### config.mk
export PLATFORM = sky130hd
export DESIGN_NAME = serial_idle_descrambler
export DESIGN_NICKNAME = d
export VERILOG_FILES = /design/src/rtl/serial_idle_descrambler_pkg.sv /design/src/rtl/descr_datapath.sv /design/src/rtl/descr_control.sv /design/src/rtl/serial_idle_descrambler.sv
export SDC_FILE = /design/constraint.sdc
export NUM_CORES = 1
export LEC_CHECK = 0
export BUFFER_PORTS_ARGS = -buffer_cell sky130_fd_sc_hd__buf_2
export CAP_MARGIN = 20
export CELL_PAD_IN_SITES_DETAIL_PLACEMENT = 0
export CELL_PAD_IN_SITES_GLOBAL_PLACEMENT = 2
export CORE_MARGIN = 2
export CORE_UTILIZATION = 40
export DETAILED_ROUTE_END_ITERATION = 10
export GPL_TIMING_DRIVEN = 0
export MAX_ROUTING_LAYER = met4
export PLACE_DENSITY_LB_ADDON = 0.12
export SYNTH_ARGS = -nofsm -noshare
export SYNTH_HDL_FRONTEND = slang
export SYNTH_SLANG_ARGS = --single-unit
### constraint.sdc
create_clock -name clk -period 3.15 [get_ports clk]
set_clock_uncertainty 0.2 [all_clocks]
set_input_delay 0.7875 -clock clk [delete_from_list [all_inputs] [get_ports clk]]
set_output_delay 0.7875 -clock clk [all_outputs]
set_load 0.01 [all_outputs]
### src/rtl/serial_idle_descrambler_pkg.sv
package serial_idle_descrambler_pkg;

  typedef enum logic {
    ST_ACQUIRE = 1'b0,
    ST_LOCKED  = 1'b1
  } lock_state_t;

  // strobes from control to datapath
  typedef struct packed {
    logic shiftEn;   // accept the current input bit
    logic acquire;   // load key from inverted input instead of free-running
    logic clearKey;  // wipe the key generator
    logic emitEn;    // publish the plain bit on the output
  } dsc_strobe_t;

endpackage

### src/rtl/descr_datapath.sv
module descr_datapath
  import serial_idle_descrambler_pkg::*;
#(
  parameter int KEY_W = 11,
  parameter int TAP_B = 9
) (
  input  logic        clk,
  input  logic        rstN,
  input  logic        inBit,
  input  dsc_strobe_t strobe,
  output logic        plainBit,
  output logic        outBit,
  output logic        outValid
);

  localparam int HI_IDX  = KEY_W - 1;
  localparam int TAP_IDX = TAP_B - 1;

  logic [KEY_W-1:0] keyQ;
  logic             predKey;
  logic             keyIn;

  always_comb begin
    predKey  = keyQ[HI_IDX] ^ keyQ[TAP_IDX];
    plainBit = inBit ^ predKey;
    keyIn    = strobe.acquire ? ~inBit : predKey;
  end

  always_ff @(posedge clk or negedge rstN) begin
    if (!rstN) begin
      keyQ <= '0;
    end else if (strobe.clearKey) begin
      keyQ <= '0;
    end else if (strobe.shiftEn) begin
      keyQ <= {keyQ[KEY_W-2:0], keyIn};
    end
  end

  always_ff @(posedge clk or negedge rstN) begin
    if (!rstN) begin
      outBit   <= 1'b0;
      outValid <= 1'b0;
    end else begin
      outValid <= strobe.emitEn;
      if (strobe.emitEn) begin
        outBit <= plainBit;
      end
    end
  end

endmodule

### src/rtl/descr_control.sv
module descr_control
  import serial_idle_descrambler_pkg::*;
#(
  parameter int KEY_W       = 11,
  parameter int LOCK_RUN    = 60,
  parameter int REARM_RUN   = 58,
  parameter int HOLD_CYCLES = 90250
) (
  input  logic        clk,
  input  logic        rstN,
  input  logic        inValid,
  input  logic        plainBit,
  output dsc_strobe_t strobe,
  output logic        locked
);

  localparam int MAX_RUN = (LOCK_RUN > REARM_RUN) ? LOCK_RUN : REARM_RUN;
  localparam int RUN_W   = $clog2(MAX_RUN + 1);
  localparam int FILL_W  = $clog2(KEY_W + 1);
  localparam int TMR_W   = $clog2(HOLD_CYCLES);

  lock_state_t       stateQ;
  logic [FILL_W-1:0] fillQ;
  logic [RUN_W-1:0]  runQ;
  logic [TMR_W-1:0]  timerQ;

  logic fillDone;
  logic lockNow;
  logic rearm;
  logic expire;

  always_comb begin
    fillDone = (fillQ == FILL_W'(KEY_W));
    lockNow  = (stateQ == ST_ACQUIRE) && inValid && fillDone && plainBit &&
               (runQ == RUN_W'(LOCK_RUN - 1));
    rearm    = (stateQ == ST_LOCKED) && inValid && plainBit &&
               (runQ == RUN_W'(REARM_RUN - 1));
    expire   = (stateQ == ST_LOCKED) && !rearm &&
               (timerQ == TMR_W'(HOLD_CYCLES - 1));

    strobe.shiftEn  = inValid;
    strobe.acquire  = (stateQ == ST_ACQUIRE);
    strobe.clearKey = expire;
    strobe.emitEn   = inValid && (stateQ == ST_LOCKED) && !expire;
  end

  always_ff @(posedge clk or negedge rstN) begin
    if (!rstN) begin
      stateQ <= ST_ACQUIRE;
      fillQ  <= '0;
      runQ   <= '0;
      timerQ <= '0;
    end else begin
      case (stateQ)
        ST_ACQUIRE: begin
          if (lockNow) begin
            stateQ <= ST_LOCKED;
            runQ   <= '0;
            timerQ <= '0;
          end else if (inValid) begin
            if (!fillDone) begin
              fillQ <= fillQ + 1'b1;
            end else if (plainBit) begin
              runQ <= runQ + 1'b1;
            end else begin
              runQ <= '0;
            end
          end
        end
        default: begin
          if (expire) begin
            stateQ <= ST_ACQUIRE;
            fillQ  <= '0;
            runQ   <= '0;
            timerQ <= '0;
          end else begin
            timerQ <= rearm ? '0 : timerQ + 1'b1;
            if (inValid) begin
              runQ <= (rearm || !plainBit) ? '0 : runQ + 1'b1;
            end
          end
        end
      endcase
    end
  end

  assign locked = (stateQ == ST_LOCKED);

endmodule

### src/rtl/serial_idle_descrambler.sv
module serial_idle_descrambler
  import serial_idle_descrambler_pkg::*;
#(
  parameter int KEY_W       = 11,
  parameter int TAP_B       = 9,
  parameter int LOCK_RUN    = 60,
  parameter int REARM_RUN   = 58,
  parameter int HOLD_CYCLES = 90250
) (
  input  logic clk,
  input  logic rstN,
  input  logic inValid,
  input  logic inBit,
  output logic outBit,
  output logic outValid,
  output logic locked
);

  dsc_strobe_t strobe;
  logic        plainBit;

  descr_control #(
    .KEY_W      (KEY_W),
    .LOCK_RUN   (LOCK_RUN),
    .REARM_RUN  (REARM_RUN),
    .HOLD_CYCLES(HOLD_CYCLES)
  ) uCtrl (
    .clk     (clk),
    .rstN    (rstN),
    .inValid (inValid),
    .plainBit(plainBit),
    .strobe  (strobe),
    .locked  (locked)
  );

  descr_datapath #(
    .KEY_W(KEY_W),
    .TAP_B(TAP_B)
  ) uPath (
    .clk     (clk),
    .rstN    (rstN),
    .inBit   (inBit),
    .strobe  (strobe),
    .plainBit(plainBit),
    .outBit  (outBit),
    .outValid(outValid)
  );

endmodule

# Word level (Yosys, flattened, before mapping)
# Cells that the tools add are included.
[totals] regBits=41 latchBits=0 mem_bits_rw=0 rom_bits=0 input_bits=4 wordCells=66 mem_count=0
[classes] addsub=3 multipliers=0 div_mod_pow=0 n_lt_le_gt_ge=0 eq_ne=8 n_shift=0 muxes=23 bitwise_logic=4 n_reduce_logical=21
[ops] cell="two-way mux 17 bit" n=4
[ops] cell="two-way mux 6 bit" n=8
[ops] cell="two-way mux 11 bit" n=2
[ops] cell="two-way mux 4 bit" n=5
[ops] cell="adder 17 x 1 -> 17 bit, second input constant" n=1
[ops] cell="== test 17 bit, second input constant" n=1
[ops] cell="== test 6 bit, second input constant" n=2
[ops] cell="logical AND 1 bit" n=10
[ops] cell="adder 6 x 1 -> 6 bit, second input constant" n=1
[ops] cell="nonzero test 2 bit" n=3
[ops] cell="nonzero test 3 bit" n=2
[ops] cell="adder 4 x 1 -> 4 bit, second input constant" n=1
[ops] cell="== test 4 bit, second input constant" n=1
[ops] cell="two-way mux 1 bit" n=4
[ops] cell="!= test 2 x 1 -> 1 bit, second input constant" n=2
[ops] cell="AND reduction 4 bit" n=1
[ops] cell="zero test 1 bit" n=3
[ops] cell="!= test 3 bit, second input constant" n=1
[ops] cell="AND reduction 3 bit" n=1
[ops] cell="!= test 2 bit, second input constant" n=1
[ops] cell="NOT 1 bit" n=2
[ops] cell="bitwise XOR 1 bit" n=2
[ops] cell="logical OR 1 bit" n=1

# Longest topological paths before layout
[depth] word_depth=9 ltp_mapped=8 depth_no_buf=7

# Modules after synthesis
# A second synthesis with hierarchy kept.
[unflattened] cells_unflattened=219 area_unflattened_um2=2168.3
[by_module_without_submodules] module="descr_control" instances=1 cells_each=177 area_each_um2=1645.3 seq_area_each_um2=700.7
[by_module_without_submodules] module="descr_datapath" instances=1 cells_each=42 area_each_um2=523.0 seq_area_each_um2=325.3

# Worst setup path after synthesis
# No wires, ideal clock.
[synth_timing] kind="input-to-reg" from="in inValid" to="reg uCtrl.timerQ[12]" setup_ns=0.082 arrival_time_ns=2.220 t_required_ns=2.868 setup_slack_ns=0.648 path_stages=7 n_path_buf=2 path_cell_list="clkbuf_1 > and4_1 > and3_1 > nor3_2 > clkbuf_1 > a21oi_1 > a31oi_1"
[synth_between] elab_chain_cells=8 elab_cells_between_ends=14
[synth_rtl] item="start, declared" line="serial_idle_descrambler.sv:12" text="input logic inValid,"
[synth_rtl] item="logical AND 1 bit (3 in a row)" line="descr_control.sv:36" text="rearm = (stateQ == ST_LOCKED) && inValid && plainBit &&"
[synth_rtl] item="zero test 1 bit" line="descr_control.sv:38" text="expire = (stateQ == ST_LOCKED) && !rearm &&"
[synth_rtl] item="logical AND 1 bit (2 in a row)" line="descr_control.sv:38"
[synth_rtl] item="two-way mux 17 bit" line="descr_control.sv:71" text="if (expire) begin"
[synth_rtl] item="two-way mux 17 bit" line="descr_control.sv:54" text="case (stateQ)"
[synth_rtl] item="end signal, assigned" line="descr_control.sv:77" text="timerQ <= rearm ? '0 : timerQ + 1'b1;"
[synth_rtl] item="end, declared" line="descr_control.sv:25" text="logic [TMR_W-1:0] timerQ;"
# Several ways; a longest one is shown, not always the timed one.
# A chain may end at the register's enable or synchronous reset.

# Final worst setup path
[layout_timing] from="in inBit" to="reg uCtrl.timerQ[6]"
[layout_between] elab_chain_cells=8 elab_cells_between_ends=12
[layout_rtl] item="start, declared" line="serial_idle_descrambler.sv:13" text="input logic inBit,"
[layout_rtl] item="bitwise XOR 1 bit (*)" line="descr_datapath.sv:25" text="plainBit = inBit ^ predKey;"
[layout_rtl] item="logical AND 1 bit (2 in a row)" line="descr_control.sv:36"
[layout_rtl] item="zero test 1 bit" line="descr_control.sv:38"
[layout_rtl] item="logical AND 1 bit (2 in a row)" line="descr_control.sv:38"
[layout_rtl] item="two-way mux 17 bit" line="descr_control.sv:71"
[layout_rtl] item="two-way mux 17 bit" line="descr_control.sv:54"
# Mark *: on every way between the ends. The rest lies on a longest branch, timed or not.

==> out/results.ini <==
[outcome]
outcome = complete, no violations

[place]
place_area_um2 = 2330
hpwl_um = 3250
io_buffers = 5
place_congestion = 0.794
dp_slack_ns = 0.0395
dp.cells = 298

[drt]
first_iter_violations = 81
detail-route-antenna-nets = 0
vias_per_cell = 5.53
wirelength_um = 4690
drtPass1Iterations = 4
avgRoutedWirePerCell_um = 15.3
drc = 0
vias = 1691

[critical_path]
startpoint_type = primary input
worstPathRequired_ns = 3.17
cp-end-kind = register
crit_path_max_fanout = 10
arrival_ns = 2.80
crit_type = in2reg
rr_startpoint = uPath.keyQ[8]
critPathLaunch = inBit

[logic_synthesis]
synth.net_count = 230
synthSimpleGateAreaFrac_pct = 22.6
ys_seq_elements = 41
synth_commonest_cells = 41 x dfrtp_1, 22 x nand2_1, 17 x nor2_1
synth_compound_area_share_pct = 16.2
synthAdderAreaFrac_pct = 2.83
synth_cell_types = 48
synth_area_leaders = dfrtp_1 46%, mux2i_1 5.4%, nand2_1 3.7%
ys_seq_area_share_pct = 46.4
synth-xor-area-share_pct = 3.45
postSynth.asyncResetShare_pct = 100
syn_avg_cell_area_um2 = 10.0
yosysMostFrequentCell = dfrtp_1
synth_top_family_by_area = simple AND/OR/NAND/NOR gates
synth_mux_area_share_pct = 6.11
post-synth-top-area-fraction_pct = 46.4
synth_edf_count = 0
synth_top_cell_by_area = dfrtp_1
syn_area_um2 = 2210
ys.flop_type = dfrtp_1
netlist_instances = 221
ys_warn_count = 0

[min_path]
hp-start = uCtrl.timerQ[16]
hold_path_class = reg2reg

[floorplanning]
rows = 27
dieHeight_um = 78.4
io_pins = 7
fp.dieArea_um2 = 6140
coreArea_um2 = 5440
die_w_um = 78.4
start_util_pct = 40.7

[timing]
min_period_ns = 2.77
fin_setup_tns_ns = 0
max_freq_ghz = 0.360
finalMaxSlewViolations = 0
slew_headroom_pct = 37.5
fin_ws_ns = 0.376
finalHoldViolCount = 0
rsz0062_at_grt = no
tightest_slew_ns = 0.937
setup-violations-final = 0
post-route-period-util_pct = 88.1

[cts]
htree_levels = 2
cts-resized-gates = 0
postCtsHoldBufs = 0
numCtsBuffers = 5
clk_latency_ns = 0.30
clock_path_buffers = 2
cts_sinks = 41
tritoncts = built
post-cts-setup-buffers = 0
cts_root_buffer = clkbuf_8
clk_pin_slew_ns = 0.09

[finish]
syn2layout_area_growth_pct = 9.45
fin_nets = 242
finalNonFillerCells = 306
fin_area_um2 = 2420
drive_gt1_share_pct = 10.3
antenna_cells = 0

[global_route]
antenna_found_initial = 0
grt_start_max_net_pins = 42
grt_overflow = 0
track_usage_pct = 16.6
grt_pass1_vias = 1599
grt_pass1_wl_um = 7830

[power]
p_per_area_nw_per_um2 = 580
cellLeakagePower_nw = 1.06
seqPwrFrac_pct = 50.3
intPower_uw = 938
vdd_drop_max_mv = 0.232
power_frac_clock_pct = 25.8
swShare_pct = 33.2
switchingPower_uw = 467
pwr-share-comb_pct = 23.9

[run]
maxCapViolations = 0

==> final timing paths <==
kind | endpoint | slack (ns) | cells after the start
setup / recovery | uCtrl.timerQ[6] | 0.38 | 7
hold / removal | uCtrl.timerQ[16] | 0.30 | 1
setup reg to reg | uCtrl.timerQ[6] | 0.47 | 6
hold reg to reg | uCtrl.timerQ[16] | 0.30 | 1
max in group asynchronous | uCtrl.runQ[3] | 1.73 | 1
min in group asynchronous | uPath.keyQ[6] | 0.43 | 1
==> registers in the layout (all words and copies together), names as in the netlist <==
register / count
uCtrl.fillQ: 4
uCtrl.locked: 1
uCtrl.runQ: 6
uCtrl.timerQ: 17
uPath.keyQ: 11
uPath.outBit: 1
uPath.outValid: 1
==> power groups by stage <==
stage               registers, mW  clock network, mW  logic (mW)
floorplan                   0.692                  0       0.271
global placement            0.709                  0       0.322
detailed placement          0.717                  0       0.339
CTS                         0.706              0.383       0.341
global route                0.722              0.409       0.382
finish                      0.706              0.363       0.336
==> cell families after synthesis <==
logic type | after synthesis
flip-flops | 41
XOR/XNOR | 7
AO/OA/AOI/OAI | 55
buffers and inverters | 14
multiplexers | 13
adder cells (fa/ha/maj) | 5
AND/OR/NAND/NOR | 86
==> layout by cell type, fill, tap and decap left out, types with 4 or more instances in the layout <==
| cell type | count |
|---|---|
| mux2i_1 | 12 |
| nand3_1 | 14 |
| nand2b_1 | 4 |
| clkbuf_1 | 7 |
| a21o_1 | 4 |
| and3_1 | 6 |
| nor2_1 | 17 |
| a21oi_1 | 10 |
| xor2_1 | 4 |
| buf_2 | 7 |
| ha_1 | 5 |
| dfrtp_1 | 41 |
| inv_1 | 5 |
| clkbuf_8 | 5 |
| nor3_1 | 4 |
| nand2_1 | 22 |
| a31oi_1 | 9 |
| o21ai_0 | 16 |
==> area by class of cell <==
| type | instances | area [um^2] |
|---|---|---|
| multi-input combinational | 166 | 1130 |
| clock buffer | 5 | 68.8 |
| buffer | 9 | 36.3 |
| inverter | 5 | 18.8 |
| timing repair buffer | 5 | 25.0 |
| fill | 532 | 3020 |
| clock inverter | 3 | 25.0 |
| tap | 72 | 90.1 |
| sequential | 41 | 1030 |
==> metal layers <==
metal / GRT usage, % / share of wire, % / wire (um) / vias to the layer above
met2: 26.8 / 47 / 2220 / 27
met5: - / 0 / 0 / -
met3: 3.79 / 2.6 / 124 / 4
met4: 3.68 / 0.60 / 28 / 0
li1: - / - / - / 832
met1: 21.4 / 49 / 2320 / 828
==> worst max-delay path: stages <==
cell      delay (ns)
buf_2           0.11
xor3_1          0.39
and3_1          0.22
nor3_2          0.53
clkbuf_1        0.45
a21oi_1         0.14
a31oi_1         0.16
==> per-stage QoR <==
stage	util [%]	hold WS (ns)	power, mW
3_3_place_gp	42.8	0.279	1.03
5_1_grt	44.5	0.320	1.51
3_5_place_dp	42.8	0.287	1.06
2_1_floorplan	-	0.252	0.963
6_report	44.5	0.301	1.41
4_1_cts	44.5	0.305	1.43
(Power assumes the default switching activity.)
